$ cat src/rtl/status_pkg.sv
// status_pkg: shared constants and the register address map of the status unit.
// Assumes a 3-bit address space, fully decoded.
package status_pkg;

    localparam int ADDR_W = 3;
    localparam int STD_W  = 8;

    // Register address map
    typedef enum logic [ADDR_W-1:0] {
        A_COND    = 3'd0,
        A_OP_EVT  = 3'd1,
        A_OP_EN   = 3'd2,
        A_POS_FLT = 3'd3,
        A_NEG_FLT = 3'd4,
        A_STD_EVT = 3'd5,
        A_STD_EN  = 3'd6,
        A_SPARE   = 3'd7
    } reg_addr_e;

    // Standard event bit positions
    localparam int BIT_DONE = 0;
    localparam int BIT_QRY  = 2;
    localparam int BIT_DEV  = 3;
    localparam int BIT_EXEC = 4;
    localparam int BIT_CMD  = 5;
    localparam int BIT_PWR  = 7;

endpackage

$ cat src/rtl/status_reg_port.sv
// status_reg_port: decodes register writes into per-register strobes, raises
// read-and-clear strobes for the event registers and registers the read data.
// Assumes the register values presented are the pre-update values of the cycle.
module status_reg_port
    import status_pkg::*;
#(
    parameter int OP_W = 16
) (
    input  logic              clk,
    input  logic              rst_n,
    input  logic [ADDR_W-1:0] addr_i,
    input  logic              wr_i,
    input  logic              rd_i,
    input  logic [OP_W-1:0]   cond_q,
    input  logic [OP_W-1:0]   op_evt,
    input  logic [OP_W-1:0]   op_en,
    input  logic [OP_W-1:0]   pos_flt,
    input  logic [OP_W-1:0]   neg_flt,
    input  logic [STD_W-1:0]  std_evt,
    input  logic [STD_W-1:0]  std_en,
    output logic              wr_op_en,
    output logic              wr_pos,
    output logic              wr_neg,
    output logic              wr_std_en,
    output logic              rd_op_evt,
    output logic              rd_std_evt,
    output logic [OP_W-1:0]   rdata_o
);

    localparam int PAD_W = OP_W - STD_W;

    reg_addr_e       sel;
    logic [OP_W-1:0] rd_mux;

    // Interpret the raw address as a register selector
    always_comb sel = reg_addr_e'(addr_i);

    // Write strobes, one per writable register
    always_comb begin
        wr_op_en  = wr_i && (sel == A_OP_EN);
        wr_pos    = wr_i && (sel == A_POS_FLT);
        wr_neg    = wr_i && (sel == A_NEG_FLT);
        wr_std_en = wr_i && (sel == A_STD_EN);
    end

    // Read-and-clear strobes for the two event registers
    always_comb begin
        rd_op_evt  = rd_i && (sel == A_OP_EVT);
        rd_std_evt = rd_i && (sel == A_STD_EVT);
    end

    // Read multiplexer over the pre-update register values
    always_comb begin
        case (sel)
            A_COND:    rd_mux = cond_q;
            A_OP_EVT:  rd_mux = op_evt;
            A_OP_EN:   rd_mux = op_en;
            A_POS_FLT: rd_mux = pos_flt;
            A_NEG_FLT: rd_mux = neg_flt;
            A_STD_EVT: rd_mux = {{PAD_W{1'b0}}, std_evt};
            A_STD_EN:  rd_mux = {{PAD_W{1'b0}}, std_en};
            default:   rd_mux = '0;
        endcase
    end

    // Registered read data, updated only on a read strobe
    always_ff @(posedge clk) begin
        if (!rst_n) begin
            rdata_o <= '0;
        end else if (rd_i) begin
            rdata_o <= rd_mux;
        end
    end

endmodule

$ cat src/rtl/status_op_group.sv
// status_op_group: operation condition register, per-bit transition filter,
// sticky event register, enable mask and summary bit.
// Assumes cond_i is synchronous to clk; only bits set in IMPL exist.
module status_op_group #(
    parameter int              OP_W = 16,
    parameter logic [OP_W-1:0] IMPL = 16'h0341
) (
    input  logic            clk,
    input  logic            rst_n,
    input  logic [OP_W-1:0] cond_i,
    input  logic            clear_all_i,
    input  logic            preset_i,
    input  logic            rd_clr_i,
    input  logic            wr_en_i,
    input  logic            wr_pos_i,
    input  logic            wr_neg_i,
    input  logic [OP_W-1:0] wdata_i,
    output logic [OP_W-1:0] cond_q,
    output logic [OP_W-1:0] evt_q,
    output logic [OP_W-1:0] en_q,
    output logic [OP_W-1:0] pos_q,
    output logic [OP_W-1:0] neg_q,
    output logic            clr_o,
    output logic            summary_o
);

    localparam logic [OP_W-1:0] POS_DEFAULT = '1;
    localparam logic [OP_W-1:0] NEG_DEFAULT = '0;

    logic [OP_W-1:0] cond_live;
    logic [OP_W-1:0] hit;

    // Condition inputs reduced to the implemented bits
    always_comb cond_live = cond_i & IMPL;

    // Per-bit transition filter; unimplemented bits never report
    for (genvar b = 0; b < OP_W; b++) begin : g_flt
        if (IMPL[b]) begin : g_live
            assign hit[b] = (cond_live[b] & ~cond_q[b] & pos_q[b])
                          | (~cond_live[b] & cond_q[b] & neg_q[b]);
        end else begin : g_dead
            assign hit[b] = 1'b0;
        end
    end

    // One clear request from either the clear-all strobe or a read
    always_comb clr_o = clear_all_i | rd_clr_i;

    // Condition register doubles as the previous value for edge detection
    always_ff @(posedge clk) begin
        if (!rst_n) cond_q <= '0;
        else        cond_q <= cond_live;
    end

    // Sticky event register: clear first, then merge this cycle's hits
    always_ff @(posedge clk) begin
        if (!rst_n) evt_q <= '0;
        else        evt_q <= (clr_o ? '0 : evt_q) | hit;
    end

    // Enable mask: reset, preset or a write (masked to implemented bits)
    always_ff @(posedge clk) begin
        if (!rst_n)       en_q <= '0;
        else if (preset_i) en_q <= '0;
        else if (wr_en_i)  en_q <= wdata_i & IMPL;
    end

    // Positive and negative filter enables with preset defaults
    always_ff @(posedge clk) begin
        if (!rst_n || preset_i) begin
            pos_q <= POS_DEFAULT;
            neg_q <= NEG_DEFAULT;
        end else begin
            if (wr_pos_i) pos_q <= wdata_i;
            if (wr_neg_i) neg_q <= wdata_i;
        end
    end

    // Summary bit from the masked event register
    always_comb summary_o = |(evt_q & en_q);

endmodule

$ cat src/rtl/status_std_group.sv
// status_std_group: 8-bit standard event register with fixed bit meanings,
// its enable mask and summary bit. The power bit is set by reset only.
// Assumes the error and completion inputs are single-cycle pulses.
module status_std_group
    import status_pkg::*;
(
    input  logic             clk,
    input  logic             rst_n,
    input  logic             opc_i,
    input  logic             qry_err_i,
    input  logic             dev_err_i,
    input  logic             exe_err_i,
    input  logic             cmd_err_i,
    input  logic             clear_all_i,
    input  logic             rd_clr_i,
    input  logic             wr_en_i,
    input  logic [STD_W-1:0] wdata_i,
    output logic [STD_W-1:0] evt_q,
    output logic [STD_W-1:0] en_q,
    output logic             summary_o
);

    localparam logic [STD_W-1:0] PWR_ONLY = STD_W'(1) << BIT_PWR;

    logic [STD_W-1:0] set_vec;
    logic             clr;

    // Place each pulse at its fixed bit position
    always_comb begin
        set_vec           = '0;
        set_vec[BIT_DONE] = opc_i;
        set_vec[BIT_QRY]  = qry_err_i;
        set_vec[BIT_DEV]  = dev_err_i;
        set_vec[BIT_EXEC] = exe_err_i;
        set_vec[BIT_CMD]  = cmd_err_i;
    end

    // Combined clear request
    always_comb clr = clear_all_i | rd_clr_i;

    // Sticky event register; leaves reset with only the power bit set
    always_ff @(posedge clk) begin
        if (!rst_n) evt_q <= PWR_ONLY;
        else        evt_q <= (clr ? '0 : evt_q) | set_vec;
    end

    // Enable mask, written whole
    always_ff @(posedge clk) begin
        if (!rst_n)      en_q <= '0;
        else if (wr_en_i) en_q <= wdata_i;
    end

    // Summary bit
    always_comb summary_o = |(evt_q & en_q);

endmodule

$ cat src/rtl/status_group_top.sv
// status_group_top: status reporting unit. Joins the operation group, the
// standard event group and the register port.
// Assumes all inputs are synchronous to clk.
module status_group_top
    import status_pkg::*;
#(
    parameter int              OP_W    = 16,
    parameter logic [OP_W-1:0] OP_IMPL = 16'h0341
) (
    input  logic              clk,
    input  logic              rst_n,
    input  logic [OP_W-1:0]   cond_i,
    input  logic              opc_i,
    input  logic              qry_err_i,
    input  logic              dev_err_i,
    input  logic              exe_err_i,
    input  logic              cmd_err_i,
    input  logic              clear_all_i,
    input  logic              preset_i,
    input  logic [ADDR_W-1:0] addr_i,
    input  logic              wr_i,
    input  logic              rd_i,
    input  logic [OP_W-1:0]   wdata_i,
    output logic [OP_W-1:0]   rdata_o,
    output logic              op_summary_o,
    output logic              std_summary_o
);

    logic [OP_W-1:0]  op_cond, op_evt, op_en, op_pos, op_neg;
    logic [STD_W-1:0] std_evt, std_en;
    logic             wr_op_en, wr_pos, wr_neg, wr_std_en;
    logic             rd_op_evt, rd_std_evt;
    logic             op_clr;

    status_reg_port #(.OP_W(OP_W)) u_port (
        .clk        (clk),
        .rst_n      (rst_n),
        .addr_i     (addr_i),
        .wr_i       (wr_i),
        .rd_i       (rd_i),
        .cond_q     (op_cond),
        .op_evt     (op_evt),
        .op_en      (op_en),
        .pos_flt    (op_pos),
        .neg_flt    (op_neg),
        .std_evt    (std_evt),
        .std_en     (std_en),
        .wr_op_en   (wr_op_en),
        .wr_pos     (wr_pos),
        .wr_neg     (wr_neg),
        .wr_std_en  (wr_std_en),
        .rd_op_evt  (rd_op_evt),
        .rd_std_evt (rd_std_evt),
        .rdata_o    (rdata_o)
    );

    status_op_group #(.OP_W(OP_W), .IMPL(OP_IMPL)) u_op (
        .clk         (clk),
        .rst_n       (rst_n),
        .cond_i      (cond_i),
        .clear_all_i (clear_all_i),
        .preset_i    (preset_i),
        .rd_clr_i    (rd_op_evt),
        .wr_en_i     (wr_op_en),
        .wr_pos_i    (wr_pos),
        .wr_neg_i    (wr_neg),
        .wdata_i     (wdata_i),
        .cond_q      (op_cond),
        .evt_q       (op_evt),
        .en_q        (op_en),
        .pos_q       (op_pos),
        .neg_q       (op_neg),
        .clr_o       (op_clr),
        .summary_o   (op_summary_o)
    );

    status_std_group u_std (
        .clk         (clk),
        .rst_n       (rst_n),
        .opc_i       (opc_i),
        .qry_err_i   (qry_err_i),
        .dev_err_i   (dev_err_i),
        .exe_err_i   (exe_err_i),
        .cmd_err_i   (cmd_err_i),
        .clear_all_i (clear_all_i),
        .rd_clr_i    (rd_std_evt),
        .wr_en_i     (wr_std_en),
        .wdata_i     (wdata_i[STD_W-1:0]),
        .evt_q       (std_evt),
        .en_q        (std_en),
        .summary_o   (std_summary_o)
    );

endmodule

$ cat config.mk
export PLATFORM = sky130hd
export DESIGN_NAME = status_group_top
export DESIGN_NICKNAME = d
export VERILOG_FILES = /design/src/rtl/status_pkg.sv /design/src/rtl/status_reg_port.sv /design/src/rtl/status_op_group.sv /design/src/rtl/status_std_group.sv /design/src/rtl/status_group_top.sv
export SDC_FILE = /design/constraint.sdc
export NUM_CORES = 1
export LEC_CHECK = 0
export BUFFER_PORTS_ARGS = -buffer_cell sky130_fd_sc_hd__buf_2
export CAP_MARGIN = 5
export CELL_PAD_IN_SITES_DETAIL_PLACEMENT = 0
export CELL_PAD_IN_SITES_GLOBAL_PLACEMENT = 1
export CORE_MARGIN = 2
export CORE_UTILIZATION = 41
export CTS_BUF_LIST = sky130_fd_sc_hd__clkbuf_4
export CTS_CLUSTER_SIZE = 8
export DETAILED_ROUTE_END_ITERATION = 7
export PLACE_DENSITY_LB_ADDON = 0.12
export RECOVER_POWER = 50
export SYNTH_ARGS = -nofsm -noshare
export SYNTH_HDL_FRONTEND = slang
export SYNTH_SLANG_ARGS = --single-unit
$ cat constraint.sdc
create_clock -name clk -period 1.75 [get_ports clk]
set_input_delay 0.35 -clock clk [delete_from_list [all_inputs] [get_ports clk]]
set_output_delay 0.35 -clock clk [all_outputs]
set_load 0.01 [all_outputs]
==> results.md, run 1 <==
- Status: complete, no violations
- Clock buffer depth: 2
- Synth area leader: dfxtp_1
- CP peak stage delay: 0.42 ns
- Port-buffer cells: 51
- CTS tree: built
- Drt initial violations: 115
- Util after Layout: 49.3%
- Worst-path fanout max: 12
- Ys async rst share: 0%
- Antenna Cells: 0
- Number of remaining DRC errors: 0
- Slew @ Worst Pin: 0.766 ns
- Yosys warning count: 0
- IO Pins: 64
- WHS: 0.126 ns
- Max Cap Violations: 0
- Arr. time, crit path: 1.91 ns
- Gpl congestion: 0.809
- Layout cells sized above 1: 19.9%
- Placed insts: 511
- Rel. slew slack: 49.0%
- Yosys cell types: 36
- WL/cell: 15.7 um
- DIE WIDTH: 89.7 um
- Worst path required time: 2.05 ns
- Gr usage total: 21.0%
- Clock latency on the worst-skew pair: 0.41 ns
- DRT Pass-1 Iters: 6
- Buf/Inv on CP: 3
- Final min period: 1.61 ns
- Final Non-Filler Cells: 527
- Chip height: 89.7 um
- Fin Setup TNS: 0 ns
- First-pass GRT wire length: 13200 um
- TritonCTS Buffers: 9
- Post-CTS resize count: 0
- List of most frequent post-synthesis cells: nand2_1, dfxtp_1, a21oi_1
- Root Buffer: clkbuf_4
- Total grt overflow: 0
- Top cell by count, worst path: clkbuf_1
- Initial core utilization: 42.0%
- ANT nets after route: 0
- Post-route setup slack: 0.140 ns
- Final WL: 8300 um
- Clk sinks: 74
- Synthesized instance count: 363
- Worst path slowest cell: clkbuf_1
- Via density: 5.33
- Most common cell in the netlist: nand2_1
- Core box area: 0.00718 mm2
- Cell Rows: 31
- Flop and latch count out of synthesis: 74
- Die ar.: 0.00805 mm2
- Place WS: 0.122 ns
- EDFF count, synth: 0
- Post-DP HPWL: 6020 um
- Critical path class: in -> reg
- Mapped cell area: 0.00301 mm2
- Initial antenna violation count: 0
- RSZ-0062 raised after global routing: false
- Crit path capture type: flop
- Hold crit path type: in -> reg
- PwrDens: 924 mW/mm2
- Synthesized area per cell: 8.30 um2
- Seq/Total Area, Yosys: 49.2%
- Cell family with most CP delay: buffers and inverters
- FMAX: 621 MHz
- Post-CTS Hold Buffers: 0
- CTS H-tree lvls: 3
- Fillers: 740
- Setup Fix Bufs, Post-CTS: 0
- Setup violators final: 0
- Max-slew violation count: 0
- Largest net degree at the start of global routing: 18
- Area growth from synthesis to layout: 17.5%
- Critical Path Start Type: input port
- Top cell type's share of synthesized area: 49.2%
- Nets: 469
- Vias in the first global route: 2604
- Post-Syn Nets: 409
- Worst Skew: 0.00926 ns
- Leakage: 1.46 nW
- Max rail drop VDD: 0.491 mV
- CP cell instances: clkbuf_1 > clkbuf_1 > nand2b_1 > nor2_1 > clkbuf_2 > a222oi_1 > o21ai_0
- Top_reg_cell synth: dfxtp_1
- Clock Pin Slew Worst Setup and Hold Paths: 0.12 ns
- Synth top area cells: dfxtp_1, nand2_1, a21oi_1
- Period utilization: 92.0%
- Final hold vios: 0
- DR vias: 2807
[final timing paths]
path | end | depth (start not counted) | start | slack [ns]
worst max-delay path | u_port.rdata_o[7] | 7 | addr_i[0] | 0.14
worst min-delay path | u_std.evt_q[2] | 3 | qry_err_i | 0.13
worst max register to register | u_port.rdata_o[9] | 3 | u_op.neg_q[9] | 0.46
worst min register to register | u_port.rdata_o[5] | 2 | u_port.rdata_o[5] | 0.45
[worst reg2reg max path, cell delays in order (launching register included)]
cell and delay [ns]:
dfxtp_1 0.34, mux2_2 0.27, a222oi_1 0.45, o21ai_1 0.10
[metal layers]
layer	GRT usage (%)	vias up	wire length, um
met1	27.6	1328	3780
met2	33.5	75	3940
met5	0	-	0
li1	-	1387	-
met3	5.36	17	388
met4	7.44	0	191
[power by group]
part           internal [mW]  switching (mW)
logic                  0.132           0.196
registers               1.73          0.0325
clock network          0.586           0.594
total                   2.45           0.822
[per-stage QoR]
step	power, mW	cell area [um2]
3_5_place_dp	2.14	3420
6_report	3.27	3540
3_3_place_gp	2.14	3420
2_1_floorplan	1.99	3010
4_1_cts	3.31	3570
5_1_grt	3.42	3540
[final cells by class]
type | count | area (um2) | share of cell area (%)
clock buffer | 10 | 75.1 | 2.12
multi-input combinational | 263 | 1390 | 39.1
inverter | 4 | 15.0 | 0.424
sequential | 74 | 1480 | 41.8
timing repair buffer | 71 | 379 | 10.7
tap | 99 | 124 | 3.50
clock inverter | 6 | 81.3 | 2.30
[sequential cells by signal (all words and copies together), names as in the netlist]
signal          flops
u_op.en_q           4
u_op.cond_q         4
u_std.evt_q         6
u_op.evt_q          4
u_op.pos_q         16
u_port.rdata_o     16
u_std.en_q          8
u_op.neg_q         16
[kinds of logic after synthesis]
logic type | Yosys count | synth area share [%]
muxes | 11 | 3.78
DFF | 74 | 49.2
AOI/OAI and AO/OA | 81 | 17.6
and+or+nand+nor | 171 | 24.8
buffers and inverters | 26 | 4.65
[placed cells by master (no fill, tap or decap), types with 2 or more instances in the layout]
master     Yosys  routed
nand2_1       97      97
dfxtp_1       74      74
buf_2         11      49
a21oi_1       33      33
nor2_1        25      25
nand3_1       22      22
buf_4          1      13
clkbuf_4       0      10
o21ai_0        7       9
a22o_1         8       8
mux2i_1        8       8
a222oi_1       7       7
nor3_1         7       7
a221oi_1       7       7
clkbuf_1       4       7
a22oi_1        6       6
o21ai_1        7       5
a31oi_1        3       4
nand3b_1       4       4
inv_1          2       3
and3_1         3       3
and2_1         4       3
mux2_2         3       3
nor2b_1        2       2
nand2b_1       2       2
bufinv_16      0       2
clkinv_2       0       2
clkbuf_2       2       2
No activity file was read; power rests on OpenSTA's default activity.
==> run 2, diff against run 1 <==
--- a/config.mk
+++ b/config.mk
@@ -7,10 +7,10 @@
 export LEC_CHECK = 0
 export BUFFER_PORTS_ARGS = -buffer_cell sky130_fd_sc_hd__buf_2
 export CAP_MARGIN = 5
-export CELL_PAD_IN_SITES_DETAIL_PLACEMENT = 0
-export CELL_PAD_IN_SITES_GLOBAL_PLACEMENT = 1
+export CELL_PAD_IN_SITES_DETAIL_PLACEMENT = 2
+export CELL_PAD_IN_SITES_GLOBAL_PLACEMENT = 2
 export CORE_MARGIN = 2
-export CORE_UTILIZATION = 41
+export CORE_UTILIZATION = 33
 export CTS_BUF_LIST = sky130_fd_sc_hd__clkbuf_4
 export CTS_CLUSTER_SIZE = 8
 export DETAILED_ROUTE_END_ITERATION = 7
==> results.md, run 2 (synthesis results as in run 1) <==
- Reg2reg path depth: 3
- Leakage: 1.45 nW
- Slew @ Worst Pin: 0.837 ns
- IO Pins: 64
- Fin Setup TNS: 0 ns
- Final WL: 10200 um
- Worst path slowest cell: dfxtp_1
- Arr. time, crit path: 1.26 ns
- Placed insts: 519
- Final min period: 1.61 ns
- Nets: 468
- Post-DP HPWL: 7510 um
- Initial antenna violation count: 0
- TritonCTS Buffers: 9
- First-pass GRT wire length: 16300 um
- CTS tree: built
- Final hold vios: 0
- Chip height: 99.6 um
- Hold crit path type: in -> reg
- Hold path endpoint: u_std.evt_q[2]
- Final Power: 3.36 mW
- Number of remaining DRC errors: 0
- WHS: 0.130 ns
- Gpl congestion: 0.836
- Period utilization: 92.0%
- Critical path class: reg -> out
- DIE WIDTH: 99.6 um
- Root Buffer: clkbuf_4
- Vias in the first global route: 3053
- Post-route setup slack: 0.140 ns
- Register area: 0.00148 mm2
- Die ar.: 0.00991 mm2
- Status: complete, no violations
- CP peak stage delay: 0.36 ns
- Commonest cells after routing, fill and taps aside: nand2_1, dfxtp_1, buf_2, a21oi_1, nor2_1
- Max-slew violation count: 0
- Reg2reg start: u_op.neg_q[9]
- Biggest regs: u_op.neg_q: 16 flops, u_op.pos_q: 16 flops, u_port.rdata_o: 16 flops
- Post-CTS resize count: 0
- Worst Skew: 0.00902 ns
- PwrDens: 945 mW/mm2
- Drt initial violations: 135
- Place WS: 0.00577 ns
- Post-CTS Hold Buffers: 0
- RSZ-0062 raised after global routing: false
- Clock buffer depth: 2
- Final Non-Filler Cells: 534
- Max rail drop VDD: 0.388 mV
- Fillers: 1052
- DRT Pass-1 Iters: 7
- Worst-path fanout max: 3
- Setup Fix Bufs, Post-CTS: 0
- Util after Layout: 40.4%
- Max Cap Violations: 0
- CP cell instances: a22oi_1 > nand3_1 > buf_2
- Reg-to-reg critical path endpoint: u_port.rdata_o[9]
- Finished Cell Area: 0.00356 mm2
- Gr usage total: 21.3%
- Total grt overflow: 0
- Initial core utilization: 34.2%
- Area growth from synthesis to layout: 18.0%
- Layout cells sized above 1: 19.5%
- Via density: 5.39
- Area of the multi-input gates: 0.00139 mm2
- Clk sinks: 74
- Clock Pin Slew Worst Setup and Hold Paths: 0.13 ns
- Critical Path Source: u_std.evt_q[7]
- Largest net degree at the start of global routing: 19
- R2r setup slk: 0.42 ns
- Setup violators final: 0
- Crit path capture type: output port
- Critical Path Start Type: flop
- Port-buffer cells: 51
- CTS H-tree lvls: 3
- FMAX: 621 MHz
- Hold path depth: 3
- Clock latency on the worst-skew pair: 0.42 ns
- Core box area: 0.00881 mm2
- Rel. slew slack: 44.2%
- WL/cell: 19.0 um
- DR vias: 2877
- Cell Rows: 34
- Worst path required time: 1.40 ns
- Leading cell type in the layout, fill and taps excluded: nand2_1
- Placed cell areas: 0.00346 mm2
- ANT nets after route: 0
- Worst Hold Launch: qry_err_i
- Antenna Cells: 0
## run 2: cell types whose count changed in the layout (fill, tap and decap cells not counted), sizes merged
cell	change
buf	-2
clkbuf	+2
clkinv	-3
inv	+1
## run 2: critical path, delay by kind of cell, from the launching register on
family          cells  cell delay, ns
flops               1            0.36
buf+inv             1            0.15
simple gates        1            0.10
compound gates      1            0.25
## run 2: how the worst max path moves through the flow
stage | cells past startpoint | slack (ns) | to
after floorplan | 6 | 0.36 | u_port.rdata_o[2]
after global placement | 5 | 0.06 | u_op.en_q[8]
after detailed placement | 5 | 0.006 | u_op.en_q[0]
after CTS | 3 | 0.11 | std_summary_o
after global routing | 3 | 0.06 | std_summary_o
final | 3 | 0.14 | std_summary_o
## run 2: power by group
part / internal (mW) / total [mW] / switching [mW]
Clock: 0.610 / 1.25 / 0.638
Sequential: 1.73 / 1.77 / 0.0372
Combinational: 0.133 / 0.341 / 0.207
## run 2: layer usage
layer	wire length (um)	track usage, %	up-vias
met5	0	0	-
li1	-	-	1379
met4	53	6.53	0
met3	378	2.81	4
met1	4670	27.4	1431
met2	5060	37.2	63
## run 2: cell type report
class	instances	area share (%)
clock buffer	11	2.32
clock inverter	4	2.15
tap	108	3.80
timing repair buffer	70	10.7
sequential	74	41.7
inverter	4	0.422
multi-input combinational	263	39.0
==> run 3, diff against run 2 <==
--- a/config.mk
+++ b/config.mk
@@ -14,7 +14,7 @@
 export CTS_BUF_LIST = sky130_fd_sc_hd__clkbuf_4
 export CTS_CLUSTER_SIZE = 8
 export DETAILED_ROUTE_END_ITERATION = 7
-export PLACE_DENSITY_LB_ADDON = 0.12
+export PLACE_DENSITY_LB_ADDON = 0.05
 export RECOVER_POWER = 50
 export SYNTH_ARGS = -nofsm -noshare
 export SYNTH_HDL_FRONTEND = slang
==> results.md, run 3 (synthesis results as in run 1) <==
- Post-CTS resize count: 0
- Drt initial violations: 102
- Hold crit path type: in -> reg
- Final min period: 1.62 ns
- Nets: 471
- FMAX: 617 MHz
- Clock Pin Slew Worst Setup and Hold Paths: 0.13 ns
- Final WL: 10300 um
- Worst-path fanout max: 3
- Setup Fix Bufs, Post-CTS: 0
- Fin Setup TNS: 0 ns
- Placed insts: 522
- Leading cell type in the layout, fill and taps excluded: nand2_1
- Critical Path Start Type: flop
- DRT Pass-1 Iters: 5
- Chip height: 99.6 um
- TritonCTS Buffers: 9
- Reg-to-reg critical path endpoint: u_port.rdata_o[9]
- Cell Rows: 34
- Rel. slew slack: 57.4%
- Reg2reg path depth: 3
- Biggest regs: u_op.neg_q: 16 flops, u_op.pos_q: 16 flops, u_port.rdata_o: 16 flops
- CTS tree: built
- PwrDens: 903 mW/mm2
- Area growth from synthesis to layout: 17.8%
- Final hold vios: 0
- Worst path required time: 1.40 ns
- Register area: 0.00148 mm2
- Critical path class: reg -> out
- Max rail drop VDD: 0.254 mV
- ANT nets after route: 0
- First-pass GRT wire length: 16600 um
- Initial antenna violation count: 0
- DIE WIDTH: 99.6 um
- Largest net degree at the start of global routing: 17
- IO Pins: 64
- DR vias: 2874
- RSZ-0062 raised after global routing: false
- Commonest cells after routing, fill and taps aside: nand2_1, dfxtp_1, buf_2, a21oi_1, nor2_1
- Clock buffer depth: 2
- Die ar.: 0.00991 mm2
- Hold path depth: 3
- Period utilization: 92.6%
- Fillers: 1058
- Worst Skew: 0.0144 ns
- Antenna Cells: 0
- R2r setup slk: 0.50 ns
- Layout cells sized above 1: 20.0%
- Leakage: 1.45 nW
- Hold path endpoint: u_std.evt_q[5]
- Clock latency on the worst-skew pair: 0.43 ns
- Via density: 5.34
- Crit path capture type: output port
- Max-slew violation count: 0
- Arr. time, crit path: 1.27 ns
- Initial core utilization: 34.2%
- Core box area: 0.00881 mm2
- Worst Hold Launch: cmd_err_i
- Final Non-Filler Cells: 538
- CTS H-tree lvls: 3
- Setup violators final: 0
- Root Buffer: clkbuf_4
- Status: complete, no violations
- Port-buffer cells: 51
- Area of the multi-input gates: 0.00138 mm2
- Number of remaining DRC errors: 0
- Gr usage total: 21.8%
- Reg2reg start: u_op.neg_q[9]
- Max Cap Violations: 0
- Slew @ Worst Pin: 0.637 ns
- Clk sinks: 74
- Gpl congestion: 0.793
- Post-DP HPWL: 7620 um
- Total grt overflow: 0
- WL/cell: 19.1 um
- Post-CTS Hold Buffers: 0
- Vias in the first global route: 3050
## run 3: cell types whose count changed in the layout (fill, tap and decap cells not counted), sizes merged
cell | previous run | this run
buf | 60 | 63
clkinv | 0 | 4
clkbuf | 21 | 19
bufinv | 2 | 1
## run 3: cell type report
cell class              count  area share [%]
inverters                   4           0.423
clock buffers               9            1.90
clock inverters             7            1.94
multi-input cells         263            38.8
well taps                 108            3.81
repair buffers             73            11.4
flip-flops and latches     74            41.7
## run 3: metal layers
layer | GRT usage, % | share of wire (%) | vias to the layer above
li1 | - | - | 1390
met2 | 36.6 | 48 | 54
met3 | 4.85 | 3.7 | 5
met4 | 5.69 | 0.75 | 0
met5 | 0 | 0 | -
met1 | 28.4 | 48 | 1425
## run 3: how the worst max path moves through the flow
stage	from	endpoint	slack, ns	cells past startpoint
4_1_cts	u_std.en_q[7]	std_summary_o	0.09	3
3_5_place_dp	addr_i[0]	u_op.en_q[9]	-0.01	5
6_report	u_std.en_q[7]	std_summary_o	0.13	3
5_1_grt	u_std.evt_q[7]	std_summary_o	0.05	3
2_1_floorplan	addr_i[0]	u_port.rdata_o[2]	0.36	6
3_3_place_gp	addr_i[0]	u_op.en_q[8]	0.05	5
## run 3: critical path: stages (launching register included)
cell	delay, ns
dfxtp_1	0.35
a22oi_1	0.23
nand3_1	0.10
buf_2	0.15
## run 3: metrics by stage
| step | hold slack [ns] | power (mW) | cell area [um2] | worst slack [ns] | util [%] |
|---|---|---|---|---|---|
| 2_1_floorplan | 0.412 | 1.99 | 3010 | 0.364 | - |
| 3_3_place_gp | 0.429 | 2.15 | 3470 | 0.0536 | 39.4 |
| 3_5_place_dp | 0.440 | 2.16 | 3470 | -0.0140 | 39.4 |
| 4_1_cts | 0.0987 | 3.25 | 3600 | 0.0941 | 40.9 |
| 5_1_grt | 0.102 | 3.37 | 3550 | 0.0540 | 40.3 |
| 6_report | 0.117 | 3.20 | 3550 | 0.129 | 40.3 |
## run 3: where the power goes
group          switching (mW)  total, mW  internal [mW]  leakage [nW]
clock network           0.659       1.09          0.433        0.0737
registers              0.0372       1.77           1.73         0.603
logic                   0.206      0.340          0.134         0.772
total                   0.902       3.20           2.30          1.45
